===== config.mk =====
export PLATFORM = sky130hd
export DESIGN_NAME = cyc_eval
export DESIGN_NICKNAME = d
export VERILOG_FILES = /design/src/rtl/cyc_eval.sv
export SDC_FILE = /design/constraint.sdc
export NUM_CORES = 1
export LEC_CHECK = 0
export BUFFER_PORTS_ARGS = -buffer_cell sky130_fd_sc_hd__buf_4
export CORE_AREA = 5 5 42 44
export DETAILED_ROUTE_END_ITERATION = 6
export DIE_AREA = 0 0 47 49
export PLACE_DENSITY = 0.68
export SYNTH_ARGS = -nofsm -noshare
export SYNTH_HDL_FRONTEND = slang
export SYNTH_SLANG_ARGS = --single-unit

===== constraint.sdc =====
create_clock -name clk -period 2.2 [get_ports clk]
set_input_delay 0.44 -clock clk [delete_from_list [all_inputs] [get_ports clk]]
set_output_delay 0.44 -clock clk [all_outputs]
set_load 0.05 [all_outputs]

===== src/rtl/cyc_eval.sv =====
module cyc_eval (
  input  logic       clk,
  input  logic       rst_n,
  input  logic       start,
  input  logic       in_i,
  input  logic       in_j,
  output logic [1:0] x_rail,
  output logic [1:0] y_rail,
  output logic       done,
  output logic       constructive,
  output logic       rail_err
);

  logic       i_q, j_q, busy;
  logic [1:0] i_r, j_r, x_nx, y_nx;
  logic       settled;

  assign i_r = {i_q, ~i_q};
  assign j_r = {j_q, ~j_q};

  // one simultaneous step of the rail equations
  assign x_nx = {i_r[1] & y_rail[0], i_r[0] | y_rail[1]};
  assign y_nx = {j_r[1] & x_rail[0], j_r[0] | x_rail[1]};

  assign settled  = (x_nx == x_rail) && (y_nx == y_rail);
  assign rail_err = (&x_rail) | (&y_rail);

  always_ff @(posedge clk) begin
    if (!rst_n) begin
      i_q <= 1'b0; j_q <= 1'b0; busy <= 1'b0;
      x_rail <= 2'b00; y_rail <= 2'b00;
      done <= 1'b0; constructive <= 1'b0;
    end else if (start) begin
      i_q <= in_i; j_q <= in_j; busy <= 1'b1;
      x_rail <= 2'b00; y_rail <= 2'b00;
      done <= 1'b0; constructive <= 1'b0;
    end else if (busy) begin
      x_rail <= x_nx;
      y_rail <= y_nx;
      if (settled) begin
        busy <= 1'b0;
        done <= 1'b1;
        constructive <= (^x_rail) & (^y_rail);
      end
    end
  end

  a_r3_start_clears: assert property (@(posedge clk) disable iff (!rst_n)
    start |=> (x_rail == 2'b00 && y_rail == 2'b00 && !done));

  a_r4_rails_monotone: assert property (@(posedge clk) disable iff (!rst_n)
    (busy && !start) |=> (((x_rail & $past(x_rail)) == $past(x_rail)) &&
                          ((y_rail & $past(y_rail)) == $past(y_rail))));

  a_r8_result_held: assert property (@(posedge clk) disable iff (!rst_n)
    (done && !start) |=> (done && $stable(x_rail) && $stable(y_rail) && $stable(constructive)));

  a_r7_both_high_unresolved: assert property (@(posedge clk) disable iff (!rst_n)
    (done && i_q && j_q) |-> (!constructive && x_rail == 2'b00 && y_rail == 2'b00));

  a_r9_no_illegal_pair: assert property (@(posedge clk) disable iff (!rst_n)
    !rail_err);

  a_r6_constructive_resolved: assert property (@(posedge clk) disable iff (!rst_n)
    (done && constructive) |-> (x_rail != 2'b00 && y_rail != 2'b00));

endmodule


==> reports/results.ini <==
[outcome]
outcome=completed

[logic_synthesis]
synth-async-reset-ratio=0
synth_top_area_frac=0.368
synthCells=52
synthDistinctLibCells=26
syn_area_per_cell_um2=9.41
synth_edf_count=0
synth_ff_type=dfxtp_1
ys_seq_area_frac=0.368
yosys-top-cells-area=dfxtp_1, mux2i_1, ha_1
ys_warn_count=0
synth_top_area_cell=dfxtp_1
syn_nets=59
syn_area_um2=489
ys_seq_elements=9

[critical_path]
crit_type=reg -> out
critPathTopFamily=flip-flops
required_ps=1760
r2r-start=y_rail[0]$_SDFFE_PP0P_
crit_buf_inv=1
crit_fanout=9
reg2reg_to=constructive$_SDFFE_PP0P_
reg2reg_slack_ps=780
start_kind=register
cp-end-kind=output port
slowest_stage=dfxtp_1
rr_worst_depth=4
cpPeakStageDelay_ps=400
critPathArrivalTime_ps=1340
path_cells=ha_1 -> or2_2 -> buf_4

[timing]
tns_ps=0
post-route-period-util=0.809
fin_ws_ps=421
worst_slew_pin_slew_ps=421
rsz0062_at_grt=no
maxSlewViolCount=0
fmax_mhz=562
hold_violations=0
holdWs_ps=439
min_period_ps=1780
relSlewSlack=0.719
fin_skew_ps=2.32
setup-violations-final=0

[finish]
post-route-util=0.438
layout.cells.non_filler=82
drive_gt1_frac=0.288
fillers=151
area_delta_synth_final_pct=25.3
nets=74
antenna_cells=0

[place]
dp_slack_ps=701
routabilityCongestion=0.772
io_buffer_count=11
placedCellCount=78
dpl.hpwl_um=791

[route]
first_pass_iters=4
top_layer=met4
drt_iter0_markers=7
wl_met2_um=436
vias=430
vias_per_cell=5.24
wl_mm=1.03
ant_nets=0
drc=0
wl_per_cell_um=12.5
drt-met1-wl_um=513
wl_met3_um=69

[global_route]
grt_pass1_vias=391
grt_pass1_wl_mm=1.84
antenna_found_initial=0
grt_max_degree=12
grt_overflow=0
grt_usage=0.105

[die]
die_area_um2=2300
die_h_um=49
ioPinCount=12
core_um2=1400
chipWidth_um=47
rows=14
initial_core_util=0.349

[cts]
clock_latency_ps=260
ctsHoldBuffers=0
ctsLongestPathBuffers=2
numCtsBuffers=3
cts_root_buf=clkbuf_4
cts_resized=0
path_clk_slew_ps=60
cts_setup_buffers=0
htree_levels=1
cts_sinks=9
tritoncts=built

[worst_hold_path]
hold_depth=3
min_to=i_q$_SDFFE_PN0P_
hp-class=in -> reg
hold_path_startpoint=in_i

[power_and_ir_drop]
p_leak_nw=0.254
peakVddDrop_v=0.000366
power.density_nw_per_um2=579

[run]
maxCapViolCount=0

Yosys cell counts, types with 2 or more instances:
master and count:
mux2i_1 4, nor2b_1 3, o21ai_1 2, nand2b_1 3, a21oi_1 3, nand3_1 3
nand2_1 4, ha_1 2, nor2_1 2, dfxtp_1 9, inv_1 2
flip-flops by register name, summed over array words and instances (netlist names):
register      cells
constructive      1
x_rail            2
y_rail            2
j_q               1
busy              1
i_q               1
done              1
metal layers:
metal / vias up / global-route usage
met3: 2 / 0.0369
met5: - / 0
met1: 203 / 0.157
met4: 0 / 0.0415
met2: 8 / 0.133
li1: 217 / -
cells by family (layout without fill, tap and decap cells):
logic type | after synthesis | count (layout) | share of synthesized area
compound gates | 12 | 12 | 0.184
fa+ha+maj | 2 | 2 | 0.0511
buf+inv | 3 | 17 | 0.0256
flops | 9 | 9 | 0.368
mux | 4 | 4 | 0.0818
simple gates | 22 | 22 | 0.289
metrics by stage:
stage	area, µm²	power (W)
after floorplan	489	0.000213
after global placement	587	0.000229
after detailed placement	587	0.000230
after CTS	613	0.000362
after global routing	613	0.000374
final	613	0.000355
worst register-to-register path, delay by kind of cell (launching register included):
family          cells  cell delay (ps)
flops               1              460
mux                 1              150
simple gates        1              120
compound gates      2              580
area by class of cell:
class                   instances  area [µm²]  area share
multi-input cells              40         297       0.484
clock buffers                   4        26.3      0.0429
well taps                      16        20.0      0.0327
repair buffers                 11        82.6       0.135
inverters                       2        7.51      0.0122
flip-flops and latches          9         180       0.294
worst max path at each step:
stage,startpoint,endpoint,slack (ps),cells past startpoint
floorplan,x_rail[1]$_SDFFE_PP0P_,rail_err,510,2
global placement,y_rail[0]$_SDFFE_PP0P_,rail_err,710,3
detailed placement,x_rail[1]$_SDFFE_PP0P_,rail_err,700,3
CTS,y_rail[0]$_SDFFE_PP0P_,rail_err,410,3
global route,x_rail[0]$_SDFFE_PP0P_,rail_err,370,3
finish,x_rail[0]$_SDFFE_PP0P_,rail_err,420,3
where the power goes:
group | switching, W | internal [W] | total [W]
combinational | 0.0000213 | 0.0000220 | 0.0000433
clock | 0.0000593 | 0.0000700 | 0.000129
sequential | 0.0000134 | 0.000169 | 0.000183
layout by cell type (no fill, tap or decap):
cell type   n
nand3_1     3
inv_1       2
o21ai_1     2
nor2b_1     3
buf_4      11
a21oi_1     3
nor4b_2     1
or2b_1      1
and2_1      1
clkbuf_4    3
a31oi_1     1
nor2_1      2
a211oi_1    1
nand2b_1    3
o21a_1      1
nor2b_2     1
a2111oi_1   1
dfxtp_1     9
ha_1        2
mux2i_1     4
clkbuf_1    1
o311a_1     1
a311oi_2    1
a22o_1      1
nor3b_2     1
nor4bb_1    1
or2_2       1
nand2_1     4
Power figures use the tool's default switching activity.
